<file path="src/rtl/stat_irq_pkg.sv">
package stat_irq_pkg;
  localparam int DW = 8;
  localparam int AW = 3;
  localparam int CODE_W = 3;

  localparam logic [DW-1:0] STS_CLR_MASK   = 8'h0A;
  localparam logic [DW-1:0] EXT_CLR_MASK   = 8'h8F;
  localparam logic [DW-1:0] MODE_KEEP_MASK = 8'h3D;

  localparam logic [CODE_W-1:0] BUS_FREE_CODE = 3'd4;
  localparam logic [CODE_W-1:0] BUS_BUSY_CODE = 3'd5;

  localparam int GEN_EN_BIT   = 2;
  localparam int MSK_DONE_BIT = 0;
  localparam int MSK_HALT_BIT = 3;
  localparam int SRST_BIT     = 0;

  typedef enum logic [AW-1:0] {
    A_STS  = 3'd0,
    A_EXT  = 3'd1,
    A_MODE = 3'd2,
    A_MASK = 3'd3,
    A_SRST = 3'd4
  } reg_addr_e;

  function automatic logic [DW-1:0] f_mode_keep(input logic [DW-1:0] w);
    return w & MODE_KEEP_MASK;
  endfunction

  function automatic logic [DW-1:0] f_sts_view(input logic pend, input logic act,
                                              input logic err, input logic full,
                                              input logic has);
    logic [DW-1:0] v;
    v = '0;
    v[0] = pend; v[1] = act; v[2] = err; v[4] = full; v[5] = has;
    return v;
  endfunction

  function automatic logic [DW-1:0] f_ext_view(input logic busy, input logic abort);
    logic [DW-1:0] v;
    v = '0;
    v[6:4] = busy ? BUS_BUSY_CODE : BUS_FREE_CODE;
    v[0] = abort;
    return v;
  endfunction
endpackage

</file>
<file path="src/rtl/sirq_ctrl.sv">
module sirq_ctrl
  import stat_irq_pkg::*;
(
  input  logic          clk,
  input  logic          rst_n,
  input  logic          soft_rst,
  input  logic          mode_we,
  input  logic          mask_we,
  input  logic [DW-1:0] wdata,
  output logic [DW-1:0] mode_q,
  output logic [DW-1:0] mask_q
);
  always_ff @(posedge clk or negedge rst_n) begin
    if (!rst_n) begin
      mode_q <= '0;
      mask_q <= '0;
    end else if (soft_rst) begin
      mode_q <= '0;
      mask_q <= '0;
    end else begin
      if (mode_we) mode_q <= f_mode_keep(wdata);
      if (mask_we) mask_q <= wdata;
    end
  end
endmodule

</file>
<file path="src/rtl/sirq_line.sv">
module sirq_line
  import stat_irq_pkg::*;
(
  input  logic          clk,
  input  logic          rst_n,
  input  logic          soft_rst,
  input  logic          gen_en,
  input  logic [DW-1:0] mask_q,
  input  logic          ev_done,
  input  logic          ev_halt,
  input  logic          clr_req,
  output logic          set_evt,
  output logic          irq
);
  logic lower_req;

  assign set_evt   = gen_en & ((ev_done & mask_q[MSK_DONE_BIT]) |
                               (ev_halt & mask_q[MSK_HALT_BIT]));
  assign lower_req = clr_req & gen_en;

  always_ff @(posedge clk or negedge rst_n) begin
    if (!rst_n)         irq <= 1'b0;
    else if (soft_rst)  irq <= 1'b0;
    else if (set_evt)   irq <= 1'b1;
    else if (lower_req) irq <= 1'b0;
  end
endmodule

</file>
<file path="src/rtl/sirq_status.sv">
module sirq_status
  import stat_irq_pkg::*;
(
  input  logic          clk,
  input  logic          rst_n,
  input  logic          soft_rst,
  input  logic          set_evt,
  input  logic          sts_we,
  input  logic          ext_we,
  input  logic [DW-1:0] wdata,
  input  logic          ev_err,
  input  logic          ev_start_ok,
  output logic          act_flag,
  output logic          err_flag,
  output logic          abort_flag
);
  logic [DW-1:0] sts_clr, ext_clr;

  assign sts_clr = sts_we ? (wdata & STS_CLR_MASK) : '0;
  assign ext_clr = ext_we ? (wdata & EXT_CLR_MASK) : '0;

  always_ff @(posedge clk or negedge rst_n) begin
    if (!rst_n) begin
      act_flag   <= 1'b0;
      err_flag   <= 1'b0;
      abort_flag <= 1'b0;
    end else if (soft_rst) begin
      act_flag   <= 1'b0;
      err_flag   <= 1'b0;
      abort_flag <= 1'b0;
    end else begin
      if (set_evt)         act_flag <= 1'b1;
      else if (sts_clr[1]) act_flag <= 1'b0;
      if (ev_err)           err_flag <= 1'b1;
      else if (ev_start_ok) err_flag <= 1'b0;
      if (ev_err)          abort_flag <= 1'b1;
      else if (ext_clr[0]) abort_flag <= 1'b0;
    end
  end
endmodule

</file>
<file path="src/rtl/stat_irq_unit.sv">
module stat_irq_unit
  import stat_irq_pkg::*;
(
  input  logic          clk,
  input  logic          rst_n,
  input  logic          wr_en,
  input  logic [AW-1:0] addr,
  input  logic [DW-1:0] wdata,
  output logic [DW-1:0] rdata,
  input  logic          bus_busy,
  input  logic          xfer_pending,
  input  logic          buf_full,
  input  logic          buf_has_data,
  input  logic          ev_done,
  input  logic          ev_halt,
  input  logic          ev_err,
  input  logic          ev_start_ok,
  output logic          irq
);
  logic          soft_rst, sts_we, ext_we, mode_we, mask_we, clr_req, set_evt;
  logic [DW-1:0] mode_q, mask_q;
  logic          act_flag, err_flag, abort_flag;

  assign sts_we   = wr_en && (addr == A_STS);
  assign ext_we   = wr_en && (addr == A_EXT);
  assign mode_we  = wr_en && (addr == A_MODE);
  assign mask_we  = wr_en && (addr == A_MASK);
  assign soft_rst = wr_en && (addr == A_SRST) && wdata[SRST_BIT];
  assign clr_req  = sts_we && wdata[1] && STS_CLR_MASK[1];

  sirq_ctrl u_ctrl (
    .clk(clk), .rst_n(rst_n), .soft_rst(soft_rst),
    .mode_we(mode_we), .mask_we(mask_we), .wdata(wdata),
    .mode_q(mode_q), .mask_q(mask_q)
  );

  sirq_line u_line (
    .clk(clk), .rst_n(rst_n), .soft_rst(soft_rst),
    .gen_en(mode_q[GEN_EN_BIT]), .mask_q(mask_q),
    .ev_done(ev_done), .ev_halt(ev_halt), .clr_req(clr_req),
    .set_evt(set_evt), .irq(irq)
  );

  sirq_status u_status (
    .clk(clk), .rst_n(rst_n), .soft_rst(soft_rst), .set_evt(set_evt),
    .sts_we(sts_we), .ext_we(ext_we), .wdata(wdata),
    .ev_err(ev_err), .ev_start_ok(ev_start_ok),
    .act_flag(act_flag), .err_flag(err_flag), .abort_flag(abort_flag)
  );

  always_comb begin
    case (addr)
      A_STS:   rdata = f_sts_view(xfer_pending, act_flag, err_flag, buf_full, buf_has_data);
      A_EXT:   rdata = f_ext_view(bus_busy, abort_flag);
      A_MODE:  rdata = mode_q;
      A_MASK:  rdata = mask_q;
      default: rdata = '0;
    endcase
  end
endmodule

</file>
<file path="config.mk">
export PLATFORM = sky130hd
export DESIGN_NAME = stat_irq_unit
export DESIGN_NICKNAME = d
export VERILOG_FILES = /design/src/rtl/stat_irq_pkg.sv /design/src/rtl/sirq_ctrl.sv /design/src/rtl/sirq_line.sv /design/src/rtl/sirq_status.sv /design/src/rtl/stat_irq_unit.sv
export SDC_FILE = /design/constraint.sdc
export NUM_CORES = 1
export LEC_CHECK = 0
export BUFFER_PORTS_ARGS = -buffer_cell sky130_fd_sc_hd__buf_2
export CORE_UTILIZATION = 45
export DETAILED_ROUTE_END_ITERATION = 12
export PLACE_DENSITY_LB_ADDON = 0.1
export SETUP_SLACK_MARGIN = 0.5
export SYNTH_ARGS = -nofsm -noshare
export SYNTH_HDL_FRONTEND = slang
export SYNTH_HIERARCHICAL = 1
export SYNTH_SLANG_ARGS = --single-unit
</file>
<file path="constraint.sdc">
create_clock -name clk -period 1.15 [get_ports clk]
set_clock_uncertainty 0.2 [all_clocks]
set_input_delay 0.115 -clock clk [delete_from_list [all_inputs] [get_ports clk]]
set_output_delay 0.115 -clock clk [all_outputs]
set_load 0.02 [all_outputs]
</file>
==> results of run 1 <==
==> power breakdown <==
part | switching [mW] | leakage, nW | internal [mW] | total, mW
combinational | 0.366 | 0.554 | 0.507 | 0.873
clock | 0.194 | 0.0177 | 0.129 | 0.323
sequential | 0.0941 | 0.207 | 0.729 | 0.823
==> kinds of logic after synthesis <==
logic type      synth area share [%]
compound gates                 11.81
other cells                   0.3651
buf+inv                        9.013
flops                          41.41
mux                            21.92
simple gates                   15.47
==> synth_stat cells <==
master,instances,area (um^2)
a22oi_2,1,12.51
inv_1,3,11.26
nand3_1,1,5.000
mux4_2,2,45.04
and2_1,1,6.260
buf_4,6,45.04
o22ai_2,1,12.51
conb_1,1,3.750
nor2b_1,4,25.02
nor2_1,17,63.81
a21bo_1,1,10.01
inv_2,1,3.750
nand2b_1,3,18.77
a21boi_1,3,22.52
mux2i_1,18,180.2
nor3b_1,1,7.510
buf_2,2,10.01
and3_1,2,12.51
a21oi_1,2,10.01
a311oi_1,3,26.28
a211oi_2,1,12.51
a211oi_1,2,15.01
nor4b_2,1,15.01
dfrtp_1,17,425.4
nor3_1,1,5.000
buf_6,2,22.52
==> worst paths after layout <==
path | startpoint | slack (ps) | endpoint
max | u_ctrl/mask_q[0]$_DFFE_PN0P_ | -580 | rdata[0]
min reg2reg | u_ctrl/mode_q[4]$_DFFE_PN0P_ | 350 | u_ctrl/mode_q[4]$_DFFE_PN0P_
max reg2reg | u_ctrl/mask_q[0]$_DFFE_PN0P_ | -150 | u_status/act_flag$_DFFE_PN0P_
min in group clk | wdata[1] | -150 | u_status/act_flag$_DFFE_PN0P_
min | rst_n | -470 | u_ctrl/mask_q[4]$_DFFE_PN0P_
max in group asynchronous | rst_n | 940 | u_status/act_flag$_DFFE_PN0P_
==> timing repair <==
item,4_1_cts,5_1_grt
cloned,1,0
buffers inserted,5,4
endpoints found under the setup margin,26,26
pin swaps,10,7
hold endpoints to repair,31,31
resized for setup,45,11
==> sequential cells by signal, summed over array words and instances, names as in the netlist <==
name                 count
u_ctrl/mode_q            5
u_status/act_flag        1
u_line/irq               1
u_status/abort_flag      1
u_status/err_flag        1
u_ctrl/mask_q            8
==> routing by layer <==
layer  vias to the layer above  GRT usage [%]
met5                         -              0
met4                         0          8.095
met3                         2          2.160
met2                        22          40.32
met1                       445          36.44
li1                        447              -
==> critical path, stage by stage (launching register included) <==
cell and delay (ps):
dfrtp_1 390, mux4_2 470, nor2b_4 140, buf_6 120
==> layout make-up <==
cell class / instances / area (um^2) / share of cell area [%]
Tap cell: 27 / 33.78 / 1.978
Sequential cell: 17 / 425.4 / 24.91
Clock inverter: 1 / 5.005 / 0.2930
Multi-Input combinational cell: 68 / 660.6 / 38.68
Inverter: 4 / 20.02 / 1.172
Clock buffer: 3 / 22.52 / 1.319
Timing Repair Buffer: 59 / 540.5 / 31.65
==> per-stage QoR <==
step	total power, mW	setup TNS (ps)	hold slack, ps	cells
after floorplan	1.211	-756.9	-380.6	99
after global placement	1.396	-3836	-144.0	165
after detailed placement	1.415	-4247	-143.0	165
after CTS	1.906	-3039	-462.2	175
after global routing	2.140	-3753	-441.9	179
final	2.019	-3101	-473.7	179
==> flow_summary.toml, run 1 <==
[status]
status = "finished with violations"
violations = "negative hold slack, negative setup slack"

[clock_tree]
clk_pin_slew_ps = 110
cts_tree = "done"
cts_root_buf = "clkbuf_4"
clockBufferDepth = 2
clock_sinks = 17
worstSkewPairLatency_ps = 290
cts_buffers = 3
cts_max_level = 1

[routing]
drcViolationCount = 0
routed_wl_um = 2757
firstDrtPassIters = 4
route.met2.wl_um = 1351
vias = 916
initialDrtViolationCount = 18
wl_met3_um = 81
drtAntennaViolNets = 0
top_layer_used = "met4"
avgRoutedWirePerCell_um = 15.40
vias_per_cell = 5.117
routedLengthMet1_um = 1300

[logic_synthesis]
yosys_warnings = 6
synthCells = 97
yosysSeqAreaShare_pct = 41.41
synth_area_per_cell_um2 = 10.59
synthDistinctLibCells = 26
synth-seq-cells = 17
syn_area_mm2 = 0.001027

[timing]
rsz0062_at_grt = "yes"
report.final.slew_viol_count = 0
hold_ws_ps = -473.7
timing.final.ws_setup_ps = -576.4
fmax_ghz = 0.5792
finalHoldViolations = 31
finalSetupViolations = 11
period_needed_ps = 1726
finalCritPeriodShare_pct = 150.1

[cells_and_area]
drive_gt1_share_pct = 61.84
final_cell_mix = "buf_6 (22), buf_2 (17), dfrtp_1 (17), mux2i_1 (16), buf_4 (16)"
final_common_cell = "buf_6"
fin_area_mm2 = 0.001708
area_delta_synth_final_pct = 66.26
n_fill_cell = 111
antennaDiodeCount = 0
fin_nets = 175
final_util_pct = 82.83

[global_routing]
grt_first_pass_wirelength_um = 4650
grt_usage_pct = 25.38
antenna_found_initial = 0
grt_pass1_vias = 922
grt_overflow = 0
grt_start_max_net_pins = 18

[placement]
io_buffers = 30
place_hpwl_um = 1906
pre_cts_slack_ps = -272.3
routabilityCongestion = 0.8097
placed_cell_area_mm2 = 0.001391

[setup_path]
path_max_fanout = 2
critPathKind = "reg -> out"
required_ps = 830
start_kind = "register"
arrival_ps = 1410
reg2reg_depth = 5
cp-end-kind = "output pin"

[pwr]
leakagePower_nw = 0.7787
ir_worst_vdd_uv = 995.0
p_per_area_mw_per_mm2 = 1182

[floorplanning]
die_h_um = 49.78
die_w_um = 49.78
core-area_mm2 = 0.002062
io_pins = 31
start_util_pct = 49.82
die_area_mm2 = 0.002478
row_count = 16

[job]
drv_cap = 0

[hold_path]
min_path_type = "in -> async"
No activity file was read; power rests on OpenSTA's default activity.
==> run 2: changes to the inputs <==
--- a/config.mk
+++ b/config.mk
@@ -8,6 +8,7 @@
 export BUFFER_PORTS_ARGS = -buffer_cell sky130_fd_sc_hd__buf_2
 export CORE_UTILIZATION = 45
 export DETAILED_ROUTE_END_ITERATION = 12
+export GPL_TIMING_DRIVEN = 0
 export PLACE_DENSITY_LB_ADDON = 0.1
 export SETUP_SLACK_MARGIN = 0.5
 export SYNTH_ARGS = -nofsm -noshare
==> constraint.sdc (replaced) <==
create_clock -name clk -period 1.15 [get_ports clk]
set_clock_uncertainty 0.2 [all_clocks]
set_input_delay 0.0575 -clock clk [delete_from_list [all_inputs] [get_ports clk]]
set_output_delay 0.0575 -clock clk [all_outputs]
set_load 0.02 [all_outputs]
==> flow_summary.toml, run 2 (synthesis gave the netlist of run 1 again) <==
[status]
status = "finished with violations"
violations = "negative hold slack, negative setup slack"

[pwr]
ir_worst_vdd_uv = 1375
switchingPower_uw = 658.1
clock_power_share_pct = 17.0
p_int_mw = 1.346
swShare_pct = 32.83
p_per_area_mw_per_mm2 = 1164
leakagePower_nw = 0.7950
p_comb_share_pct = 42.1
power.share.sequential_pct = 40.9

[placement]
pre_cts_slack_ps = -265.5
routabilityCongestion = 0.7925
io_buffers = 28
placed_cell_area_mm2 = 0.001331
place_hpwl_um = 1662

[cells_and_area]
area_delta_synth_final_pct = 67.60
final_cell_mix = "buf_4 (21), buf_2 (17), dfrtp_1 (17), mux2i_1 (16), nor2_1 (14)"
fin_nets = 176
antennaDiodeCount = 0
top_regs = "u_ctrl/mask_q x8, u_ctrl/mode_q x5"
final_common_cell = "buf_4"
drive_gt1_share_pct = 58.82
top_register = "u_ctrl/mask_q"
largest_register_ffs = 8
final_util_pct = 83.50
fin_area_mm2 = 0.001722

[floorplanning]
start_util_pct = 49.82
core-area_mm2 = 0.002062
die_w_um = 49.78
die_h_um = 49.78
io_pins = 31
row_count = 16
die_area_mm2 = 0.002478

[setup_path]
cp-end-kind = "output pin"
path_max_fanout = 2
arrival_ps = 1440
required_ps = 890
start_kind = "register"
critPathKind = "reg -> out"

[hold_path]
min_path_type = "in -> async"

[global_routing]
grt_first_pass_wirelength_um = 4595
grt_start_max_net_pins = 18
grt_overflow = 0
antenna_found_initial = 0
grt_usage_pct = 25.44
grt_pass1_vias = 972

[routing]
vias = 925
avgRoutedWirePerCell_um = 17.08
drtAntennaViolNets = 0
drcViolationCount = 0
routed_wl_um = 3075
firstDrtPassIters = 4
initialDrtViolationCount = 19
vias_per_cell = 5.139

[clock_tree]
cts_tree = "done"
clk_pin_slew_ps = 110
clock_sinks = 17
clockBufferDepth = 2
cts_max_level = 1
cts_root_buf = "clkbuf_4"
worstSkewPairLatency_ps = 310
cts_buffers = 3

[timing]
finalCritPeriodShare_pct = 147.8
hold_ws_ps = -539.2
finalHoldViolations = 34
setup_tns_ps = -2696
finalSetupViolations = 10
period_needed_ps = 1700
timing.final.ws_setup_ps = -549.8
report.final.slew_viol_count = 0
fmax_ghz = 0.5883
rsz0062_at_grt = "yes"

[job]
drv_cap = 0
## run 2: worst max-delay path: stages, from the launching register on
cell     delay (ps)
dfrtp_1         400
mux4_2          480
nor2b_4         140
buf_6           120
## run 2: power groups by stage
stage / clock network, mW / registers (mW) / logic [mW]
floorplan: 0 / 0.823 / 0.382
global placement: 0 / 0.817 / 0.527
detailed placement: 0 / 0.824 / 0.543
CTS: 0.347 / 0.805 / 0.746
global route: 0.369 / 0.832 / 0.894
finish: 0.341 / 0.820 / 0.844
## run 2: routing by layer
metal | GRT usage, % | part of all wire, %
met5 | 0 | 0
met4 | 10.00 | 1.4
met3 | 1.852 | 2.9
met2 | 43.69 | 53
met1 | 33.13 | 43
## run 2: final timing paths
| check | slack (ps) | cells past startpoint | startpoint | endpoint |
|---|---|---|---|---|
| hold reg to reg | 330 | 2 | u_ctrl/mode_q[4]$_DFFE_PN0P_ | u_ctrl/mode_q[4]$_DFFE_PN0P_ |
| setup reg to reg | -190 | 5 | u_ctrl/mask_q[0]$_DFFE_PN0P_ | u_status/act_flag$_DFFE_PN0P_ |
| min in group clk | -230 | 2 | wdata[1] | u_status/act_flag$_DFFE_PN0P_ |
| hold / removal | -540 | 1 | rst_n | u_ctrl/mask_q[0]$_DFFE_PN0P_ |
| setup / recovery | -550 | 3 | u_ctrl/mask_q[0]$_DFFE_PN0P_ | rdata[0] |
| max in group asynchronous | 1000 | 1 | rst_n | u_ctrl/mask_q[6]$_DFFE_PN0P_ |
## run 2: layout make-up
type | count | area [um^2]
clock buffers | 3 | 22.52
clock inverters | 1 | 5.005
multi-input cells | 68 | 625.6
repair buffers | 50 | 444.2
well taps | 27 | 33.78
flip-flops and latches | 17 | 425.4
plain buffers | 10 | 142.6
fillers | 117 | 340.3
inverters | 4 | 22.52
## run 2: through the flow
stage | power (mW) | hold WS, ps | instances
3_5_place_dp | 1.367 | -197.6 | 154
3_3_place_gp | 1.344 | -203.5 | 154
4_1_cts | 1.898 | -532.8 | 174
2_1_floorplan | 1.205 | -438.1 | 99
6_report | 2.004 | -539.2 | 180
5_1_grt | 2.095 | -517.9 | 180
## run 2: timing repair
action | CTS | global route
hold endpoints to repair | 34 | 34
pin swaps | 3 | 8
setup buffers | 14 | 5
setup endpoints to repair | 26 | 26
gates resized for setup | 34 | 8
gates cloned | 2 | 1
==> run 3: changes to the inputs <==
--- a/config.mk
+++ b/config.mk
@@ -6,7 +6,7 @@
 export NUM_CORES = 1
 export LEC_CHECK = 0
 export BUFFER_PORTS_ARGS = -buffer_cell sky130_fd_sc_hd__buf_2
-export CORE_UTILIZATION = 45
+export CORE_UTILIZATION = 50
 export DETAILED_ROUTE_END_ITERATION = 12
 export GPL_TIMING_DRIVEN = 0
 export PLACE_DENSITY_LB_ADDON = 0.1
==> constraint.sdc (replaced) <==
create_clock -name clk -period 1.8 [get_ports clk]
set_clock_uncertainty 0.2 [all_clocks]
set_input_delay 0 -clock clk [delete_from_list [all_inputs] [get_ports clk]]
set_output_delay 0 -clock clk [all_outputs]
set_load 0.02 [all_outputs]
==> flow_summary.toml, run 3 (synthesis gave the netlist of run 1 again) <==
[timing]
finalSetupViolations = 0
finalHoldViolations = 0
fmax_ghz = 0.6023
report.final.slew_viol_count = 0
period_needed_ps = 1660
setup_tns_ps = 0
rsz0062_at_grt = "yes"
finalCritPeriodShare_pct = 92.24

[global_routing]
grt_overflow = 0
grt_usage_pct = 24.08
grt_first_pass_wirelength_um = 3553
grt_start_max_net_pins = 18
antenna_found_initial = 0
grt_pass1_vias = 796

[floorplanning]
die_w_um = 47.33
die_area_mm2 = 0.002240
die_h_um = 47.33
io_pins = 31
start_util_pct = 52.90
row_count = 16
core-area_mm2 = 0.001942

[setup_path]
arrival_ps = 1460
r2r_setup_slack_ps = 410
critPathKind = "reg -> out"
path_cells = "mux4_2 > nor2b_4 > buf_6"
cp-endpoint = "rdata[0]"
critPathSlowestCell = "mux4_2"
crit-reg2reg-launch = "u_ctrl/mask_q[0]$_DFFE_PN0P_"
max_stage_delay_ps = 490
crit_start = "u_ctrl/mask_q[0]$_DFFE_PN0P_"
path_depth = 3
crit_buf_inv = 1
crit_family = "multiplexers"
required_ps = 1600
reg2reg_depth = 6
cp-end-kind = "output pin"
path_max_fanout = 2
start_kind = "register"
reg2reg_to = "u_status/act_flag$_DFFE_PN0P_"

[routing]
avgRoutedWirePerCell_um = 14.30
vias_per_cell = 5.114
drtAntennaViolNets = 0
firstDrtPassIters = 4
drcViolationCount = 0
vias = 946
initialDrtViolationCount = 16
routed_wl_um = 2645

[hold_path]
min_path_type = "in -> reg"

[cells_and_area]
top_regs = "u_ctrl/mask_q x8, u_ctrl/mode_q x5"
area_delta_synth_final_pct = 47.62
largest_register_ffs = 8
final_common_cell = "buf_2"
antennaDiodeCount = 0
fin_nets = 181
final_cell_mix = "buf_2 (26), buf_4 (19), mux2i_1 (18), nor2_1 (17), dfrtp_1 (17)"
top_register = "u_ctrl/mask_q"
drive_gt1_share_pct = 39.87

[pwr]
p_total_mw = 1.148
ir_worst_vdd_uv = 649.9
p_per_area_mw_per_mm2 = 757.1
leakagePower_nw = 0.7382

[placement]
routabilityCongestion = 0.7178
place_hpwl_um = 1647
io_buffers = 28

[clock_tree]
cts_max_level = 1
clockBufferDepth = 2
cts_root_buf = "clkbuf_4"
cts_buffers = 3
clk_pin_slew_ps = 90
clock_sinks = 17
cts_tree = "done"
worstSkewPairLatency_ps = 290

[status]
status = "complete, no violations"

[job]
drv_cap = 0
-- run 3: cell count changes in the layout (fill, tap and decap cells not counted), sizes merged --
cell	change
buf	-8
clkinv	-1
dlygate4sd3	+14
-- run 3: metal layers --
| layer | up-vias | share of wire (%) | GRT usage, % |
|---|---|---|---|
| met1 | 450 | 44 | 31.03 |
| met4 | 0 | 0.95 | 8.571 |
| met3 | 4 | 4.3 | 3.462 |
| li1 | 457 | - | - |
| met2 | 35 | 51 | 41.10 |
| met5 | - | 0 | 0 |
-- run 3: worst min-delay path by stage --
| stage | startpoint | to | slack [ps] | cells past startpoint |
|---|---|---|---|---|
| floorplan | rst_n | u_ctrl/mask_q[0]$_DFFE_PN0P_ | -500 | 0 |
| global placement | rst_n | u_status/act_flag$_DFFE_PN0P_ | -260 | 1 |
| detailed placement | rst_n | u_status/act_flag$_DFFE_PN0P_ | -260 | 1 |
| CTS | wr_en | u_ctrl/mask_q[5]$_DFFE_PN0P_ | -50 | 4 |
| global route | wr_en | u_status/act_flag$_DFFE_PN0P_ | 50 | 3 |
| finish | addr[0] | u_status/act_flag$_DFFE_PN0P_ | 50 | 3 |
-- run 3: area by class of cell --
type                            count  area [um^2]
Inverter                            4        15.01
Multi-Input combinational cell     68        535.5
Timing Repair Buffer               55        396.6
Fill cell                         143        425.4
Buffer                             10        83.83
Clock buffer                        4        26.28
Tap cell                           27        33.78
Sequential cell                    17        425.4
-- run 3: timing repair --
| action | CTS | global route |
|---|---|---|
| buffers inserted | 5 | 8 |
| gates resized for setup | 6 | 6 |
| pin swaps | 4 | 4 |
| hold buffers | 14 | 1 |
| hold endpoints to repair | 34 | 3 |
| setup endpoints to repair | 7 | 24 |
-- run 3: worst reg2reg max path, stage by stage (launching register included) --
cell and delay [ps]:
dfrtp_1 410, buf_6 120, buf_6 110, a22oi_2 210
nor2b_1 90, nor2_1 90, a311oi_1 50
-- run 3: stage by stage --
step	worst slack (ps)	utilization, %	cell area, um^2	hold WS, ps	cells
after floorplan	529.4	-	1040	-495.6	99
after global placement	177.2	62.50	1214	-257.4	154
after global routing	113.8	78.09	1516	46.34	185
after detailed placement	168.3	62.50	1214	-256.1	154
after CTS	152.6	74.16	1440	-52.00	177
final	139.7	78.09	1516	45.71	185
-- run 3: where the power goes --
| group | total, mW | internal (mW) | switching, mW | leakage, nW |
|---|---|---|---|---|
| Combinational | 0.428 | 0.237 | 0.191 | 0.517 |
| Sequential | 0.512 | 0.466 | 0.0468 | 0.207 |
| Clock | 0.208 | 0.0861 | 0.121 | 0.0150 |
| Total | 1.15 | 0.789 | 0.359 | 0.738 |
